==> src/rtl/irq_pkg.sv <==
package irq_pkg;
    localparam int NUM_EXT    = 2;
    localparam int NUM_TMR    = 2;
    localparam int NUM_SRC    = NUM_EXT + NUM_TMR + 1;
    localparam int IDX_W      = $clog2(NUM_SRC);
    localparam int REG_W      = 8;
    localparam int GEN_BIT    = REG_W - 1;
    localparam int VEC_W      = 16;
    localparam int VEC_BASE   = 3;
    localparam int VEC_STRIDE = 8;
    localparam int SER_IDX    = NUM_SRC - 1;

    typedef enum logic [1:0] {
        SEL_ENABLE = 2'd0,
        SEL_PRIO   = 2'd1,
        SEL_TYPE   = 2'd2,
        SEL_NONE   = 2'd3
    } reg_sel_e;

    typedef struct packed {
        logic             valid;
        logic             high;
        logic [IDX_W-1:0] idx;
    } grant_t;

    function automatic logic [VEC_W-1:0] vector_of(input logic [IDX_W-1:0] idx);
        return VEC_W'(VEC_BASE) + VEC_W'(idx) * VEC_W'(VEC_STRIDE);
    endfunction
endpackage

==> src/rtl/irq_pin_cond.sv <==
module irq_pin_cond (
    input  logic clk,
    input  logic rst,
    input  logic pin_n_i,
    input  logic edge_mode_i,
    input  logic clr_i,
    output logic req_o
);
    logic smp_now, smp_prev, flag_q;
    logic fall;

    assign fall = smp_prev & ~smp_now;

    always_ff @(posedge clk) begin
        if (rst) begin
            smp_now  <= 1'b1;
            smp_prev <= 1'b1;
            flag_q   <= 1'b0;
        end else begin
            smp_now  <= pin_n_i;
            smp_prev <= smp_now;
            if (edge_mode_i && fall)
                flag_q <= 1'b1;
            else if (clr_i || !edge_mode_i)
                flag_q <= 1'b0;
        end
    end

    assign req_o = edge_mode_i ? flag_q : ~smp_now;

    assert_edge_latch_R9: assert property (@(posedge clk) disable iff (rst)
        (edge_mode_i && smp_prev && !smp_now) |=> flag_q);
endmodule

==> src/rtl/irq_arbiter.sv <==
module irq_arbiter
    import irq_pkg::*;
(
    input  logic [NUM_SRC-1:0] pend_i,
    input  logic [NUM_SRC-1:0] prio_i,
    input  logic               allow_hi_i,
    input  logic               allow_lo_i,
    output grant_t             grant_o
);
    always_comb begin
        grant_o = '0;
        // low level first, descending so the lowest index is assigned last
        for (int i = NUM_SRC - 1; i >= 0; i--) begin
            if (pend_i[i] && !prio_i[i] && allow_lo_i) begin
                grant_o.valid = 1'b1;
                grant_o.high  = 1'b0;
                grant_o.idx   = IDX_W'(i);
            end
        end
        // high level overrides any low winner
        for (int i = NUM_SRC - 1; i >= 0; i--) begin
            if (pend_i[i] && prio_i[i] && allow_hi_i) begin
                grant_o.valid = 1'b1;
                grant_o.high  = 1'b1;
                grant_o.idx   = IDX_W'(i);
            end
        end
    end
endmodule

==> src/rtl/irq_level_tracker.sv <==
module irq_level_tracker (
    input  logic clk,
    input  logic rst,
    input  logic take_i,
    input  logic take_high_i,
    input  logic ret_i,
    output logic in_hi_o,
    output logic in_lo_o
);
    logic hi_n, lo_n;

    always_comb begin
        hi_n = in_hi_o;
        lo_n = in_lo_o;
        if (ret_i) begin
            if (in_hi_o) hi_n = 1'b0;
            else         lo_n = 1'b0;
        end
        if (take_i) begin
            if (take_high_i) hi_n = 1'b1;
            else             lo_n = 1'b1;
        end
    end

    always_ff @(posedge clk) begin
        if (rst) begin
            in_hi_o <= 1'b0;
            in_lo_o <= 1'b0;
        end else begin
            in_hi_o <= hi_n;
            in_lo_o <= lo_n;
        end
    end

    assert_take_high_R6: assert property (@(posedge clk) disable iff (rst)
        (take_i && take_high_i) |=> in_hi_o);

    assert_ret_order_R8: assert property (@(posedge clk) disable iff (rst)
        (ret_i && in_hi_o && !take_i) |=> (!in_hi_o && $stable(in_lo_o)));
endmodule

==> src/rtl/irq_vector_ctrl.sv <==
module irq_vector_ctrl
    import irq_pkg::*;
(
    input  logic               clk,
    input  logic               rst,
    input  logic [NUM_EXT-1:0] ext_n_i,
    input  logic [NUM_TMR-1:0] tmr_ovf_i,
    input  logic               ser_rx_flag_i,
    input  logic               ser_tx_flag_i,
    input  logic               wr_en_i,
    input  logic [1:0]         wr_sel_i,
    input  logic [REG_W-1:0]   wr_data_i,
    input  logic               ack_i,
    input  logic               reti_i,
    output logic               irq_o,
    output logic [VEC_W-1:0]   vector_o
);
    logic [REG_W-1:0]   en_q, prio_q;
    logic [NUM_EXT-1:0] type_q;
    logic [NUM_SRC-1:0] raw_req, pend, clr_vec;
    logic [NUM_TMR-1:0] tmr_flag;
    logic               in_hi, in_lo, take;
    grant_t             grant;

    always_ff @(posedge clk) begin
        if (rst) begin
            en_q   <= '0;
            prio_q <= '0;
            type_q <= '0;
        end else if (wr_en_i) begin
            case (reg_sel_e'(wr_sel_i))
                SEL_ENABLE: en_q   <= wr_data_i;
                SEL_PRIO:   prio_q <= wr_data_i;
                SEL_TYPE:   type_q <= wr_data_i[NUM_EXT-1:0];
                default:    ;
            endcase
        end
    end

    assign take = ack_i & grant.valid;

    for (genvar s = 0; s < NUM_SRC; s++) begin : g_clr
        assign clr_vec[s] = take && (grant.idx == IDX_W'(s));
    end

    for (genvar k = 0; k < NUM_EXT; k++) begin : g_ext
        irq_pin_cond u_pin (
            .clk         (clk),
            .rst         (rst),
            .pin_n_i     (ext_n_i[k]),
            .edge_mode_i (type_q[k]),
            .clr_i       (clr_vec[2*k]),
            .req_o       (raw_req[2*k])
        );
    end

    for (genvar k = 0; k < NUM_TMR; k++) begin : g_tmr
        always_ff @(posedge clk) begin
            if (rst)                  tmr_flag[k] <= 1'b0;
            else if (tmr_ovf_i[k])    tmr_flag[k] <= 1'b1;
            else if (clr_vec[2*k+1])  tmr_flag[k] <= 1'b0;
        end
        assign raw_req[2*k+1] = tmr_flag[k];

        assert_tmr_clear_R10: assert property (@(posedge clk) disable iff (rst)
            (clr_vec[2*k+1] && !tmr_ovf_i[k]) |=> !tmr_flag[k]);
    end

    assign raw_req[SER_IDX] = ser_rx_flag_i | ser_tx_flag_i;
    assign pend = raw_req & en_q[NUM_SRC-1:0] & {NUM_SRC{en_q[GEN_BIT]}};

    irq_arbiter u_arb (
        .pend_i     (pend),
        .prio_i     (prio_q[NUM_SRC-1:0]),
        .allow_hi_i (~in_hi),
        .allow_lo_i (~in_hi & ~in_lo),
        .grant_o    (grant)
    );

    irq_level_tracker u_lvl (
        .clk         (clk),
        .rst         (rst),
        .take_i      (take),
        .take_high_i (grant.high),
        .ret_i       (reti_i),
        .in_hi_o     (in_hi),
        .in_lo_o     (in_lo)
    );

    assign irq_o    = grant.valid;
    assign vector_o = grant.valid ? vector_of(grant.idx) : '0;

    assert_global_gate_R2: assert property (@(posedge clk) disable iff (rst)
        irq_o |-> en_q[GEN_BIT]);

    assert_high_blocks_R7: assert property (@(posedge clk) disable iff (rst)
        in_hi |-> !irq_o);

    assert_vector_legal_R3: assert property (@(posedge clk) disable iff (rst)
        irq_o |-> (vector_o[2:0] == 3'b011 && vector_o <= VEC_W'(VEC_BASE + VEC_STRIDE*SER_IDX)));

    assert_stray_ack_R13: assert property (@(posedge clk) disable iff (rst)
        (ack_i && !irq_o && !reti_i) |=> ($stable(in_hi) && $stable(in_lo)));
endmodule

==> config.mk <==
export PLATFORM = sky130hd
export DESIGN_NAME = irq_vector_ctrl
export DESIGN_NICKNAME = d
export VERILOG_FILES = /design/src/rtl/irq_pkg.sv /design/src/rtl/irq_pin_cond.sv /design/src/rtl/irq_arbiter.sv /design/src/rtl/irq_level_tracker.sv /design/src/rtl/irq_vector_ctrl.sv
export SDC_FILE = /design/constraint.sdc
export NUM_CORES = 1
export LEC_CHECK = 0
export BUFFER_PORTS_ARGS = -buffer_cell sky130_fd_sc_hd__buf_2
export CORE_ASPECT_RATIO = 1.4
export CORE_MARGIN = 2
export CORE_UTILIZATION = 50
export CTS_BUF_LIST = sky130_fd_sc_hd__clkbuf_16
export CTS_CLUSTER_DIAMETER = 50
export DETAILED_ROUTE_END_ITERATION = 12
export PLACE_DENSITY_LB_ADDON = 0.25
export SLEW_MARGIN = 20
export SYNTH_ARGS = -nofsm -noshare
export SYNTH_HDL_FRONTEND = slang
export SYNTH_SLANG_ARGS = --single-unit
export TNS_END_PERCENT = 10
==> constraint.sdc <==
create_clock -name clk -period 2.7 [get_ports clk]
set_input_delay 0 -clock clk [delete_from_list [all_inputs] [get_ports clk]]
set_output_delay 0 -clock clk [all_outputs]
set_load 0.03 [all_outputs]
==> run_results.csv, run 1 <==
group,metric,value,unit
outcome,run_status,"finished with violations",
outcome,failed_checks,"hold timing",
critical_path,cp_data_required_time,2700,ps
sta,skew,2.89,ps
clock_network,cts_tree,"done",
clock_network,clkTransAtPathRegs,60,ps
sta,period_share,86.6,%
cells_and_area,n_fill_cell,229,
floorplanning,die_area,2960,um^2
power,power.density,504,nW/um^2
critical_path,startpoint_type,"flop",
cells_and_area,final_net_count,193,
critical_path,crit_arrival,2340,ps
sta,final.setup.worst_slack,361,ps
synth,yosysWarnings,0,
synth,synthesized_instance_count,143,
floorplanning,core_area,2390,um^2
sta,fin_setup_tns,0,ps
sta,setup_viol_count_final,0,
power,vdd_ir_drop_max,0.392,mV
synth,synth_compound_gate_area_share,14.0,%
route,drc,0,
worst_hold_path,worst_hold_path_type,"in2reg",
route,routed_via_density,5.14,
sta,report.final.hold_viol_count,1,
clock_network,post-cts-setup-buffer-count,0,
sta,grt_setup_unrepaired,"false",
cells_and_area,layout.cells.most_common_list,"24 x buf_2, 23 x dfxtp_1, 22 x nor2_1, 13 x mux2i_1, 11 x conb_1",
sta,final.min_clock_period,2340,ps
cells_and_area,seqCellArea,460,um^2
synth,most_used_dff_post_synth,"dfxtp_1",
synth,synth.cell_area,1270,um^2
synth,yosys.area_share.xor_xnor,0,%
clock_network,max-clock-path-buffers,2,
floorplanning,row_count,21,
cells_and_area,multiInputGateArea,716,um^2
synth,synth_top_family_by_area,"simple AND/OR/NAND/NOR gates",
synth,post_synth_and_or_nand_nor_area_fraction,28.9,%
grt,grt_max_degree,24,
synth,synth_adder_area_share,0,%
floorplanning,die_y,63.6,um
sta,timing.final.max_slew_violations,0,
synth,yosysUniqueCellTypes,38,
cells_and_area,mostFrequentLayoutCell,"buf_2",
placement,detailedPlacementHpwl,1910,um
placement,placement.io_buffers,24,
placement,place_congestion,0.791,
cells_and_area,area_growth,17.9,%
clock_network,tritoncts.num_buffers,3,
grt,grt_antenna_before_repair,0,
synth,postSynthRegisterBits,23,
critical_path,timing.critical_path.fanout_max,8,
power,finalPower,0.755,mW
critical_path,timing.setup.critical_path_class,"reg2out",
route,drt-total-wl,2460,um
synth,synthMuxAreaShare,10.2,%
sta,fin_hold_ws,-0.532,ps
clock_network,clkLatencyLatePin,250,ps
cells_and_area,postLayoutCoreUtil,62.6,%
cells_and_area,final_layout_size_suffix_gt1_share,25.1,%
synth,yosysSeqAreaShare,36.3,%
grt,global_route_wire_length_before_repair,4200,um
grt,grt_use_total,19.0,%
grt,vias_in_the_first_global_route,1011,
floorplanning,ioPinCount,38,
grt,overflow,0,
synth,syn_avg_cell_area,8.88,um^2
clock_network,clock_tree.root_cell,"clkbuf_16",
placement,dp_worst_setup_slack,604,ps
synth,number_of_enable_flip_flop_cells_after_synthesis,0,
sta,worstMarginPinSlew,650,ps
job,maxCapViolations,0,
power,power_leakage,0.665,nW
route,drt.antenna.violating_nets,0,
sta,fmaxAchievable,0.428,GHz
route,drtPass1Iterations,4,
cells_and_area,diodes,0,
clock_network,cts_sinks,23,
clock_network,ctsHtreeMaxLevel,1,
route,first_iter_violations,14,
route,detail_route.wl_per_cell,12.0,um
sta,maxSlewHeadroom,56.3,%
critical_path,endpoint_kind,"output pin",
floorplanning,die_width,46.6,um
floorplanning,floorplan.initialDensity,53.1,%
route,via_count,1053,
synth,asyncSetResetFlopFracSynth,0,%
==> where the power goes <==
group	switching (mW)	internal [mW]	total (mW)
registers	0.00873	0.351	0.360
clock network	0.114	0.197	0.311
logic	0.0507	0.0334	0.0841
total	0.173	0.582	0.755
==> Yosys cell counts, types with 3 or more instances <==
cell      instances  area, um^2
buf_4            13        97.6
o21ai_0           3        15.0
nand2_1           5        18.8
or3_1             3        18.8
a21oi_1           6        30.0
nor2_1           22        82.6
mux2i_1          13         130
nand3b_1          4        30.0
dfxtp_1          23         460
nand2b_1          4        25.0
nor3b_1           3        22.5
or2_2             5        31.3
nor2b_1           5        31.3
clkbuf_1          3        11.3
inv_1             6        22.5
==> critical path, cell delays in order, from the launching register on <==
cell and delay, ps:
dfxtp_1 390, or3b_2 540, nor2_1 160, nor2_1 70
o41ai_2 450, and2_1 250, buf_2 220
==> final cells by class <==
| type | instances | share of cell area (%) |
|---|---|---|
| multi-input cells | 108 | 47.8 |
| flip-flops and latches | 23 | 30.7 |
| repair buffers | 30 | 11.9 |
| clock buffers | 3 | 5.01 |
| well taps | 34 | 2.84 |
| inverters | 6 | 1.50 |
| clock inverters | 1 | 0.251 |
==> final timing paths <==
kind | slack (ps) | start | endpoint | depth (start not counted)
setup / recovery | 360 | u_lvl.in_hi_o | vector_o[4] | 6
hold / removal | -0.5 | wr_data_i[2] | en_q[2] | 3
setup reg to reg | 570 | u_lvl.in_hi_o | raw_req[3] | 6
hold reg to reg | 460 | g_ext[1].u_pin.smp_now | g_ext[1].u_pin.smp_prev | 1
==> sequential cells by signal, summed over array words and instances (netlist names) <==
register	count
en_q	6
prio_q	5
g_ext.u_pin.flag_q	2
g_ext.u_pin.smp_now	2
g_ext.u_pin.smp_prev	2
raw_req	2
type_q	2
u_lvl.in_hi_o	1
u_lvl.in_lo_o	1
==> stage by stage <==
step | instances | area [um^2]
floorplan | 153 | 1310
global placement | 196 | 1370
detailed placement | 196 | 1370
CTS | 205 | 1500
global route | 205 | 1500
finish | 205 | 1500
==> routing by layer <==
layer | GRT usage [%] | share of wire, % | vias to the layer above
li1 | - | - | 530
met1 | 21.6 | 41 | 493
met2 | 33.5 | 53 | 24
met3 | 2.58 | 3.3 | 6
met4 | 7.50 | 2.1 | 0
met5 | 0 | 0 | -
==> repair_timing <==
| item | 4_1_cts | 5_1_grt |
|---|---|---|
| hold endpoints to repair | 5 | 0 |
| hold buffers | 5 | 0 |
| resized for setup | 0 | 0 |
==> kinds of logic after synthesis <==
| group | count (synthesis) |
|---|---|
| AOI/OAI and AO/OA | 20 |
| buffers and inverters | 22 |
| DFF | 23 |
| muxes | 13 |
| other | 1 |
| and+or+nand+nor | 64 |
Note: power is estimated with default switching activity, not from simulation.
==> run 2: changes to the inputs <==
ABC_AREA = 1   (was default)
BUFFER_PORTS_ARGS = default   (was -buffer_cell sky130_fd_sc_hd__buf_2)
CORE_UTILIZATION = 60   (was 50)
DONT_BUFFER_PORTS = 1   (was default)
SETUP_SLACK_MARGIN = 0.05   (was default)
==> run 2 against run 1 <==
  * The flow now finishes without violations
  * Clock power barely moved
  * Sequential cell count did not move
  * Hold slack better by 20 ps
  * Combinational power grew 3.0%
  * Clock-buffer cell count unchanged
  * Cell count is 11% higher
  * Design area fell by 0.42%
  * Sequential power up 2%
  * First-iteration DRC count increased by 43%
==> run_results.csv, run 2 <==
group,metric,value,unit
floorplanning,die_y,59.0,um
synth,yosysSeqAreaShare,35.5,%
floorplanning,die_width,43.3,um
synth,synth.cell_area,1300,um^2
floorplanning,die_area,2550,um^2
critical_path,endpoint_kind,"flop",
synth,syn_avg_cell_area,6.79,um^2
outcome,run_status,"complete, no violations",
power,sw_frac_of_total,23.9,%
synth,synth_largest_type_area_fraction,35.5,%
power,sequentialPowerShare,47.8,%
clock_network,post-cts-setup-buffer-count,0,
placement,placement.io_buffers,0,
synth,asyncSetResetFlopFracSynth,0,%
cells_and_area,final_layout_size_suffix_gt1_share,15.0,%
route,first_iter_violations,20,
route,drt.antenna.violating_nets,0,
clock_network,cts-hold-fix-buffers,15,
power,p_int,0.583,mW
power,comb_power_share,11.3,%
worst_hold_path,worst_hold_path_type,"in2reg",
placement,dp_worst_setup_slack,1040,ps
clock_network,max-clock-path-buffers,2,
critical_path,timing.setup.critical_path_class,"reg2reg",
grt,vias_in_the_first_global_route,1153,
route,via_count,1170,
cells_and_area,n_fill_cell,156,
sta,fmaxAchievable,0.444,GHz
critical_path,startpoint_type,"flop",
cells_and_area,mostFrequentLayoutCell,"nand2_1",
power,power.clock.fraction,40.9,%
cells_and_area,final_net_count,228,
critical_path,cp_data_required_time,2840,ps
critical_path,timing.critical_path.fanout_max,6,
grt,grt_max_degree,14,
clock_network,ctsHtreeMaxLevel,1,
clock_network,cts_tree,"done",
cells_and_area,top_reg_by_flops,"en_q",
cells_and_area,area_growth,15.1,%
synth,yosysWarnings,0,
critical_path,worst-r2r-cell-count,12,
synth,post_synth_main_area_contributors,"dfxtp_1 36%, nand2_1 10%, nor2_1 8.4%, buf_4 7.5%, inv_1 6.9%",
sta,maxSlewHeadroom,66.1,%
grt,global_route_wire_length_before_repair,4730,um
sta,timing.final.max_slew_violations,0,
synth,synthesized_instance_count,191,
cells_and_area,diodes,0,
floorplanning,row_count,19,
synth,postSynthRegisterBits,23,
floorplanning,core_area,2000,um^2
power,power.density,514,nW/um^2
floorplanning,ioPinCount,38,
sta,skew,2.20,ps
sta,period_share,83.5,%
clock_network,clkLatencyLatePin,260,ps
route,drt-total-wl,2690,um
sta,grt_setup_unrepaired,"false",
placement,detailedPlacementHpwl,2000,um
route,routed_via_density,5.15,
synth,number_of_enable_flip_flop_cells_after_synthesis,0,
cells_and_area,biggestRegsByFlops,"en_q x6, prio_q x5",
grt,grt_use_total,25.2,%
clock_network,clock_tree.root_cell,"clkbuf_16",
route,detail_route.wl_per_cell,11.9,um
clock_network,cts_sinks,23,
sta,fin_setup_tns,0,ps
route,drc,0,
sta,setup_viol_count_final,0,
worst_hold_path,worst_hold_path.num_cells,3,
route,drtPass1Iterations,4,
critical_path,crit_arrival,2400,ps
placement,place_congestion,0.830,
job,maxCapViolations,0,
floorplanning,floorplan.initialDensity,64.9,%
clock_network,tritoncts.num_buffers,3,
clock_network,cells_resized_by_post_cts_repair,0,
synth,synth.largest_area_cell,"dfxtp_1",
sta,final.setup.worst_slack,447,ps
clock_network,clkTransAtPathRegs,60,ps
synth,top_count_cell_post_synth,"nand2_1",
sta,final.min_clock_period,2250,ps
sta,worstMarginPinSlew,504,ps
sta,report.final.hold_viol_count,0,
grt,overflow,0,
synth,yosysUniqueCellTypes,25,
grt,grt_antenna_before_repair,0,
cells_and_area,layout.cells.most_common_list,"36 x nand2_1, 29 x nor2_1, 24 x inv_1, 23 x dfxtp_1",
cells_and_area,largest_register_ff_count,6,
synth,yosys-top-cells-count,"36 x nand2_1, 29 x nor2_1, 24 x inv_1",
synth,most_used_dff_post_synth,"dfxtp_1",
power,power.switching,0.183,mW
power,power_leakage,0.702,nW
power,vdd_ir_drop_max,0.541,mV
-- run 2: path summary, 6_finish.rpt --
check / to / startpoint / slack [ps]
worst min-delay path: type_q[0] / wr_sel_i[0] / 20
worst min register to register: g_ext[1].u_pin.flag_q / g_ext[1].u_pin.smp_prev / 440
worst max register to register: raw_req[1] / en_q[7] / 450
worst max-delay path: raw_req[1] / en_q[7] / 450
-- run 2: logic make-up after synthesis --
group	count (synthesis)	share of synthesized area, %
simple gates	98	36.1
buf+inv	40	15.4
compound gates	29	12.6
flops	23	35.5
other cells	1	0.289
-- run 2: metrics by stage --
stage / utilization, % / hold WS (ps) / cell area (um^2) / instances / total power, mW
after floorplan: - / 104 / 1330 / 201 / 0.442
after global placement: 63.2 / 64.5 / 1260 / 208 / 0.435
after detailed placement: 63.2 / 65.0 / 1260 / 208 / 0.438
after CTS: 74.7 / 6.90 / 1490 / 227 / 0.767
after global routing: 74.7 / 52.1 / 1490 / 227 / 0.791
final: 74.7 / 19.4 / 1490 / 227 / 0.766
-- run 2: area by class of cell --
class / count / area (um^2) / share of cell area [%]
inverters: 25 / 93.8 / 6.29
clock inverters: 1 / 5.00 / 0.336
well taps: 21 / 26.3 / 1.76
clock buffers: 3 / 75.1 / 5.03
multi-input cells: 138 / 673 / 45.1
flip-flops and latches: 23 / 460 / 30.9
repair buffers: 16 / 158 / 10.6
-- run 2: critical path, stage by stage, from the launching register on --
cell and delay (ps):
dfxtp_1 460, nand2_1 130, nor2_4 140, nand2_2 90, nand2_1 70, nand2_1 40
nand2_1 60, nand2_2 70, a21oi_4 290, nand2_1 90, nand2_1 80, a21oi_2 50
dlygate4sd3_1 560
-- run 2: layer usage --
| metal | GRT usage [%] | up-vias | share of wire [%] |
|---|---|---|---|
| met4 | 12.1 | 0 | 2.4 |
| met3 | 4.88 | 9 | 3.6 |
| met5 | 0 | - | 0 |
| li1 | - | 608 | - |
| met1 | 26.7 | 526 | 39 |
| met2 | 46.5 | 27 | 55 |
-- run 2: power groups by stage --
stage | combinational [mW] | sequential (mW) | clock [mW]
after CTS | 0.0843 | 0.366 | 0.318
after floorplan | 0.0730 | 0.369 | 0
after detailed placement | 0.0648 | 0.373 | 0
after global placement | 0.0629 | 0.372 | 0
after global routing | 0.0963 | 0.367 | 0.327
final | 0.0866 | 0.366 | 0.314
